`src/rtl/logbp_cn_pkg.sv`:
```
package logbp_cn_pkg;

  // Table index width and table output width.
  localparam int MAG_W   = 6;
  localparam int PHI_MAX = (1 << MAG_W) - 1;

  // Transform table: round(4*phi(i/4)) for index i, with index 0 clipped to the top value.
  function automatic logic [MAG_W-1:0] phi_lut(input logic [MAG_W-1:0] idx);
    logic [MAG_W-1:0] r;
    case (idx)
      6'd0:    r = 6'd63;
      6'd1:    r = 6'd8;
      6'd2:    r = 6'd6;
      6'd3:    r = 6'd4;
      6'd4:    r = 6'd3;
      6'd5,
      6'd6:    r = 6'd2;
      6'd7,
      6'd8,
      6'd9,
      6'd10,
      6'd11:   r = 6'd1;
      default: r = 6'd0;
    endcase
    return r;
  endfunction

endpackage

```
`src/rtl/cn_edge_front.sv`:
```
module cn_edge_front
  import logbp_cn_pkg::*;
#(
  parameter int IN_W = 8
) (
  input  logic                   clk,
  input  logic                   rst_n,
  input  logic                   en,
  input  logic signed [IN_W-1:0] llr,
  output logic [MAG_W-1:0]       phi_q,
  output logic                   sgn_q
);
  logic             neg;
  logic [IN_W-1:0]  abs_v;
  logic [MAG_W-1:0] mag;

  always_comb begin
    neg   = llr[IN_W-1];
    abs_v = neg ? $unsigned(-llr) : $unsigned(llr);
    mag   = (abs_v > IN_W'(PHI_MAX)) ? MAG_W'(PHI_MAX) : abs_v[MAG_W-1:0];
  end

  always_ff @(posedge clk or negedge rst_n) begin
    if (!rst_n) begin
      phi_q <= '0;
      sgn_q <= 1'b0;
    end else if (en) begin
      phi_q <= phi_lut(mag);
      sgn_q <= neg;
    end
  end
endmodule

```
`src/rtl/cn_sum_tree.sv`:
```
module cn_sum_tree
  import logbp_cn_pkg::*;
#(
  parameter int DEG   = 4,
  parameter int SUM_W = 8
) (
  input  logic [DEG-1:0][MAG_W-1:0] terms,
  output logic [SUM_W-1:0]          total
);
  localparam int LVL  = (DEG > 1) ? $clog2(DEG) : 1;
  localparam int NPAD = 1 << LVL;

  // Pairwise reduction, halving the width at each level.
  always_comb begin
    logic [SUM_W-1:0] acc [NPAD];
    for (int i = 0; i < NPAD; i++)
      acc[i] = (i < DEG) ? SUM_W'(terms[i]) : '0;
    for (int w = NPAD / 2; w >= 1; w = w / 2)
      for (int i = 0; i < w; i++)
        acc[i] = acc[2*i] + acc[2*i+1];
    total = acc[0];
  end
endmodule

```
`src/rtl/cn_edge_back.sv`:
```
module cn_edge_back
  import logbp_cn_pkg::*;
#(
  parameter int IN_W  = 8,
  parameter int SUM_W = 8
) (
  input  logic                   clk,
  input  logic                   rst_n,
  input  logic                   en,
  input  logic [SUM_W-1:0]       total,
  input  logic                   total_sgn,
  input  logic [MAG_W-1:0]       own_phi,
  input  logic                   own_sgn,
  output logic                   excl_over,
  output logic signed [IN_W-1:0] msg_q
);
  logic [SUM_W-1:0]       excl;
  logic [MAG_W-1:0]       idx;
  logic [MAG_W-1:0]       mag;
  logic signed [IN_W-1:0] mag_s;
  logic                   neg;

  always_comb begin
    excl      = total - SUM_W'(own_phi);
    excl_over = excl > SUM_W'(PHI_MAX);
    idx       = excl_over ? MAG_W'(PHI_MAX) : excl[MAG_W-1:0];
    mag       = phi_lut(idx);
    mag_s     = $signed({{(IN_W-MAG_W){1'b0}}, mag});
    neg       = total_sgn ^ own_sgn;
  end

  always_ff @(posedge clk or negedge rst_n) begin
    if (!rst_n)  msg_q <= '0;
    else if (en) msg_q <= neg ? -mag_s : mag_s;
  end
endmodule

```
`src/rtl/logbp_check_node.sv`:
```
module logbp_check_node
  import logbp_cn_pkg::*;
#(
  parameter int DEG  = 4,
  parameter int IN_W = 8
) (
  input  logic                clk,
  input  logic                rst_n,
  input  logic                in_valid,
  input  logic [DEG*IN_W-1:0] in_llr,
  output logic                out_valid,
  output logic [DEG*IN_W-1:0] out_msg
);
  localparam int SUM_W = MAG_W + $clog2(DEG);

  logic                      v1, v2;
  logic [DEG-1:0][MAG_W-1:0] phi1, phi2;
  logic [DEG-1:0]            sgn1, sgn2;
  logic [SUM_W-1:0]          total1, total2;
  logic                      tsgn2;
  logic [DEG-1:0]            excl_over;

  // Stage 1: clip, look up and capture sign per edge.
  for (genvar k = 0; k < DEG; k++) begin : g_front
    cn_edge_front #(.IN_W(IN_W)) u_front (
      .clk   (clk),
      .rst_n (rst_n),
      .en    (in_valid),
      .llr   ($signed(in_llr[k*IN_W +: IN_W])),
      .phi_q (phi1[k]),
      .sgn_q (sgn1[k])
    );
  end

  cn_sum_tree #(.DEG(DEG), .SUM_W(SUM_W)) u_tree (
    .terms (phi1),
    .total (total1)
  );

  // Stage 2: row total, row sign and per-edge terms.
  always_ff @(posedge clk or negedge rst_n) begin
    if (!rst_n) begin
      total2 <= '0;
      tsgn2  <= 1'b0;
      phi2   <= '0;
      sgn2   <= '0;
    end else if (v1) begin
      total2 <= total1;
      tsgn2  <= ^sgn1;
      phi2   <= phi1;
      sgn2   <= sgn1;
    end
  end

  // Stage 3: exclude own term, second lookup, apply sign.
  for (genvar k = 0; k < DEG; k++) begin : g_back
    logic signed [IN_W-1:0] msg;
    cn_edge_back #(.IN_W(IN_W), .SUM_W(SUM_W)) u_back (
      .clk       (clk),
      .rst_n     (rst_n),
      .en        (v2),
      .total     (total2),
      .total_sgn (tsgn2),
      .own_phi   (phi2[k]),
      .own_sgn   (sgn2[k]),
      .excl_over (excl_over[k]),
      .msg_q     (msg)
    );
    assign out_msg[k*IN_W +: IN_W] = msg;
  end

  always_ff @(posedge clk or negedge rst_n) begin
    if (!rst_n) begin
      v1        <= 1'b0;
      v2        <= 1'b0;
      out_valid <= 1'b0;
    end else begin
      v1        <= in_valid;
      v2        <= v1;
      out_valid <= v2;
    end
  end
endmodule

```
`config.mk`:
```
export PLATFORM = sky130hd
export DESIGN_NAME = logbp_check_node
export DESIGN_NICKNAME = d
export VERILOG_FILES = /design/src/rtl/logbp_cn_pkg.sv /design/src/rtl/cn_edge_front.sv /design/src/rtl/cn_sum_tree.sv /design/src/rtl/cn_edge_back.sv /design/src/rtl/logbp_check_node.sv
export SDC_FILE = /design/constraint.sdc
export NUM_CORES = 1
export LEC_CHECK = 0
export CAP_MARGIN = 20
export CORE_MARGIN = 2
export CORE_UTILIZATION = 50
export DETAILED_ROUTE_END_ITERATION = 12
export GPL_TIMING_DRIVEN = 0
export PLACE_DENSITY = 0.82
export SLEW_MARGIN = 10
export SYNTH_ARGS = -nofsm -noshare
export SYNTH_HDL_FRONTEND = slang
export SYNTH_SLANG_ARGS = --single-unit
```
`constraint.sdc`:
```
create_clock -name clk -period 12 [get_ports clk]
set_input_delay 3.6 -clock clk [delete_from_list [all_inputs] [get_ports clk]]
set_output_delay 3.6 -clock clk [all_outputs]
set_load 0.02 [all_outputs]
```
* Word level (Yosys, flattened, before mapping) *
Memory sizes are Yosys's and may differ from the RTL's.
Cells that the tools add are included.

storage, ports and cells
  flip-flop bits (word level) = 100
  latch bits = 0
  memory bits (writable) = 0
  ROM bits = 768
  input bits = 35
  output and inout bits = 33
  word-level logic and storage cells = 90
  memories = 8

cells by class
  add/sub/neg operators = 15
  $mul = 0
  div/mod/pow operators = 0
  magnitude comparators = 8
  equal/unequal tests = 0
  shift operators = 0
  multiplexer cells = 24
  bitwise operators = 4
  reductions and logical operators = 9

memory list
  memory           words  width  read ports  clocked after Yosys merged registers in  wr ports  line                RTL
  (no name shown)  16     6      1           0                                        0         logbp_cn_pkg.sv:10  case (idx)
  (no name shown)  16     6      1           0                                        0         logbp_cn_pkg.sv:10
  (no name shown)  16     6      1           0                                        0         logbp_cn_pkg.sv:10
  (no name shown)  16     6      1           0                                        0         logbp_cn_pkg.sv:10
  (no name shown)  16     6      1           0                                        0         logbp_cn_pkg.sv:10
  (no name shown)  16     6      1           0                                        0         logbp_cn_pkg.sv:10
  +2 memories      --     --     --          --                                       --        --

operator list
  cell                                                            number
  2-to-1 mux 6 bit                                                16
  greater-than comparator 8 x 6 -> 1 bit (second input constant)  8
  2-to-1 mux 8 bit                                                8
  negation 6 -> 8 bit                                             4
  negation 8 bit                                                  4
  subtractor 8 x 6 -> 8 bit                                       4
  logical NOT 2 bit                                               8
  adder 6 x 6 -> 7 bit                                            2
  adder 8 bit                                                     1
  parity 4 bit                                                    1
  XOR 1 bit                                                       4

* Depth between registers and ports, before layout *
  word-level depth = 7
  gate-level depth with buffers = 21
  gate-level depth less buffers = 21

* By module *
Synthesis repeated with hierarchy kept, for this count alone.

second synthesis, totals
  cells, all modules = 937
  area total of the unflattened synthesis = 8,476.9 um2

modules (own cells, without submodules)
  module                               times used  cells each  area each (um2)  sequential area each (um2)
  cn_edge_front                        4           59          519.2            150.1
  cn_edge_back (g_back[2].u_back ...)  2           129         1,014.7          200.2
  logbp_check_node                     1           85          1,547.7          1,001.0
  cn_edge_back (g_back[0].u_back)      1           144         1,114.8          200.2
  cn_edge_back (g_back[1].u_back)      1           130         1,012.2          200.2
  cn_sum_tree                          1           84          695.7            0.0

* Worst setup path after synthesis *
OpenSTA, ideal clock, no wires.

  path kind = input-to-reg
  start point = input port in_llr[3]
  end point = register g_front[0].u_front.phi_q[0]
  library setup time = 0.078 ns
  arrival = 5.366 ns
  data required time = 11.922 ns
  slack = 6.557 ns
  stages on the path = 7
  path buffers = 0
  path through = or3_1 o41a_1 o21ai_1 nand2_1 ha_1 o31a_1 o2bb2ai_1

on the way
  word-level cells in the longest chain between the ends = 6
  elaborated cells on any way between the ends = 7
  classes of those cells = add/sub (1); order compare (1); mux (3); reduce/logical (1); memory (1)

RTL lines
  element                                                   line                    RTL
  start: declaration                                        logbp_check_node.sv:10  input logic [DEG*IN_W-1:0] in_llr,
  negation 8 bit                                            cn_edge_front.sv:19     abs_v = neg ? $unsigned(-llr) : $unsigned(llr);
  2-to-1 mux 8 bit *                                        cn_edge_front.sv:19
  greater-than comparator 8 x 6 -> 1 bit                    cn_edge_front.sv:20     mag = (abs_v > IN_W'(PHI_MAX)) ? MAG_W'(PHI_MAX) : abs_v[MAG_W-1:0];
  2-to-1 mux 6 bit *                                        cn_edge_front.sv:20
  memory (16 x 6 bit) or logical NOT 2 bit (tied branches)  --
  2-to-1 mux 6 bit *                                        logbp_cn_pkg.sv:10
  end signal: assignment                                    cn_edge_front.sv:28     phi_q <= phi_lut(mag);
  end: declaration                                          cn_edge_front.sv:10     output logic [MAG_W-1:0] phi_q,

Mark *: on every way between the ends. The rest lies on a longest branch, timed or not.
A chain may end at the register's enable or synchronous reset.

* Worst setup path in the final report *
  start point = input port in_llr[27]
  end point = register g_front[3].u_front.phi_q[0]

on the way
  word-level cells in the longest chain between the ends = 6
  elaborated cells on any way between the ends = 7
  classes of those cells = add/sub (1); order compare (1); mux (3); reduce/logical (1); memory (1)

RTL lines
  element                                                   line
  negation 8 bit                                            cn_edge_front.sv:19
  2-to-1 mux 8 bit *                                        cn_edge_front.sv:19
  greater-than comparator 8 x 6 -> 1 bit                    cn_edge_front.sv:20
  2-to-1 mux 6 bit *                                        cn_edge_front.sv:20
  memory (16 x 6 bit) or logical NOT 2 bit (tied branches)  --
  2-to-1 mux 6 bit *                                        logbp_cn_pkg.sv:10
  end signal: assignment                                    cn_edge_front.sv:28
  end: declaration                                          cn_edge_front.sv:10

Marks and branches as above.

==> flow_metrics.env <==
export IMPL_syn_area_um2=7540
export IMPL_cts_tree="yes"
export IMPL_syn_avg_cell_area_um2=8.78
export IMPL_cts_root_to_sink_buffers=2
export IMPL_fp_dieH_um=127
export IMPL_yosysWarningCount=0
export IMPL_starting_density_of_the_core_pct=51.5
export IMPL_post_dp_hpwl_mm=13.2
export IMPL_postRouteAntennaNets=0
export IMPL_wire_per_inst_um=15.4
export IMPL_clock_power_share_pct=20.1
export IMPL_antenna_violations_before_repair=0
export IMPL_drtPass1Iterations=5
export IMPL_async_flop_share_pct=100
export IMPL_synthFlopType="dfrtp_1"
export IMPL_syn_nets=978
export IMPL_vias_per_cell=5.86
export IMPL_globalRoute_totalOverflow=0
export IMPL_grt_first_pass_wirelength_mm=29.1
export IMPL_final_critical_path_setup_slack_ns=6.26
export IMPL_fraction_of_layout_instances_using_a_drive_strength_above_1_pct=6.18
export IMPL_switching_power_mw=0.650
export IMPL_cp_data_required_time_ns=12.27
export IMPL_rows=44
export IMPL_port_buffers=63
export IMPL_area_growth_pct=16.1
export IMPL_setup_cp_type="input port to flip-flop"
export IMPL_hold_viol=0
export IMPL_synth_commonest_cells="dfrtp_1 (92), inv_1 (79), nand2_1 (78), ha_1 (77), o21ai_0 (57)"
export IMPL_period_minus_ws_final_ns=5.74
export IMPL_gpl_final_weighted_congestion=0.874
export IMPL_count_of_different_cell_masters_after_synthesis=81
export IMPL_power_ir_vdd_worst_mv=0.0875
export IMPL_cp_end_kind="flip-flop"
export IMPL_p_comb_share_pct=54.2
export IMPL_slew_viol_final=0
export IMPL_final_setup_tns_ns=0
export IMPL_synth_top_cell_by_area="dfrtp_1"
export IMPL_fin_worst_skew_ns=0.00678
export IMPL_total_clock_buffers_created_by_cts=9
export IMPL_htreeDepth=3
export IMPL_outcome="finished clean"
export IMPL_worst_setup_path_start_kind="input port"
export IMPL_max_cap_viol_count=0
export IMPL_synth_seq_area_share_pct=30.5
export IMPL_cts_sinks=92
export IMPL_cts_hold_repair_buffers=0
export IMPL_die_area_um2=16100
export IMPL_first_global_vias=6123
export IMPL_timing_critical_path_arrival_ns=6.01
export IMPL_post_synth_top_area_fraction_pct=30.5
export IMPL_cellPowerDensity_nw_per_um2=183
export IMPL_core_um2=14600
export IMPL_synth_area_top_cells="dfrtp_1 (31%), ha_1 (13%), inv_1 (3.9%)"
export IMPL_p_int_mw=0.952
export IMPL_rsz0062_at_grt="false"
export IMPL_clkLatencyLatePin_ns=0.35
export IMPL_synth_seq_cells=92
export IMPL_relSlewSlack_pct=40.2
export IMPL_path_clk_slew_ns=0.06
export IMPL_design_final_nets=1053
export IMPL_antenna_cells=0
export IMPL_post_cts_buffers=0
export IMPL_post_route_drc_count=0
export IMPL_placed_cells_incl_taps=1107
export IMPL_hp_class="flip-flop to flip-flop"
export IMPL_chipWidth_um=127
export IMPL_yosys_cell_count_top_type="dfrtp_1"
export IMPL_seq_power_share_pct=25.6
export IMPL_preCtsSetupSlack_ns=5.89
export IMPL_setup_viol=0
export IMPL_first_iter_violations=360
export IMPL_clock_tree_root="clkbuf_16"
export IMPL_syn_instance_count=859
export IMPL_via_count=6580
export IMPL_synth_enable_flop_cells=0
export IMPL_power_total_mw=1.60
export IMPL_routed_wirelength_mm=17.2
export IMPL_num_io_pins=68
export IMPL_p_sw_share_pct=40.6
export IMPL_finalNonFillerCells=1122
export IMPL_grt_use_total_pct=22.0
export IMPL_power_leakage_nw=3.93
export IMPL_worst_slew_pin_slew_ns=0.886
export IMPL_achievable_clock_frequency_mhz=174
export IMPL_critical_path_peak_fanout=5
export IMPL_pin_count_of_the_biggest_net_entering_global_routing=65
export IMPL_layout_worst_path_cycle_share_pct=47.8
export IMPL_cts_repair_resized=0
[logic make-up (layout without fill, tap and decap cells)]
kind of cell,Yosys count,after routing,synth area share [%]
compound gates,254,254,23.7
simple gates,246,246,16.3
buf+inv,108,187,5.49
flops,92,92,30.5
fa+ha+maj,84,84,14.6
xor+xnor,53,53,6.15
mux,22,22,3.23
[flip-flops by register name, indices dropped and copies added, names as in the netlist]
| register | cells |
|---|---|
| v1 | 1 |
| g_front.u_front.phi_q | 20 |
| g_back.u_back.msg_q | 32 |
| tsgn2 | 1 |
| sgn2 | 4 |
| total2 | 8 |
| out_valid | 1 |
| g_front.u_front.sgn_q | 4 |
| phi2 | 20 |
| v2 | 1 |
[layout by cell type, fill, tap and decap left out, types with 15 or more instances in the layout]
master / n
nor2_1: 55
xnor2_1: 27
o21ai_0: 57
clkdlybuf4s50_1: 62
nand2_1: 78
nand2b_1: 15
xor2_1: 26
clkbuf_1: 25
mux2_2: 19
a21o_1: 15
dfrtp_1: 92
nand3_1: 17
inv_1: 79
ha_1: 77
a21oi_1: 43
[power groups by stage]
stage	combinational [mW]	clock, mW	sequential [mW]
after floorplan	0.552	0	0.469
after global placement	0.830	0	0.414
after detailed placement	0.853	0	0.416
after CTS	0.862	0.326	0.411
after global routing	0.961	0.339	0.418
final	0.869	0.323	0.411
[cell type report]
cell class                      count  area (um^2)
Sequential cell                    92         2300
Clock inverter                      4         98.8
Multi-Input combinational cell    659         4830
Inverter                           80          300
Timing Repair Buffer               64          656
Tap cell                          184          230
Fill cell                        1244         5880
Buffer                             28          114
Clock buffer                       11          233
[critical path, cell delays in order]
cell and delay, ns:
clkdlybuf4s50_1 0.45, or3_1 0.43, o41a_1 0.38, o21ai_1 0.28, nand2_1 0.15, ha_1 0.30
o31a_1 0.29, o2bb2ai_1 0.12
[routing by layer]
metal	routed length, um	share of wire, %	up-vias	global-route usage [%]
met2	7970	46	198	36.8
met5	0	0	-	0
li1	-	-	3249	-
met1	8050	47	3095	29.2
met4	445	2.6	0	8.60
met3	766	4.4	38	2.53
[worst paths after layout]
path	from	end	slack, ns	cells after the start
worst max-delay path	in_llr[27]	g_front[3].u_front.phi_q[0]	6.26	8
worst min-delay path	v2	out_valid	0.37	0
worst max register to register	total2[0]	g_back[0].u_back.msg_q[4]	7.09	21
worst min register to register	v2	out_valid	0.37	0
max in group asynchronous	rst_n	v2	8.20	2
min in group asynchronous	rst_n	g_back[0].u_back.msg_q[7]	3.17	1
[metrics by stage]
step	utilization, %	instance area, um^2	hold slack (ns)
3_3_place_gp	57.4	8400	0.360
2_1_floorplan	-	7540	0.352
5_1_grt	59.8	8760	0.390
3_5_place_dp	57.6	8430	0.360
4_1_cts	59.8	8760	0.376
6_report	59.8	8760	0.372
(Power assumes the default switching activity.)
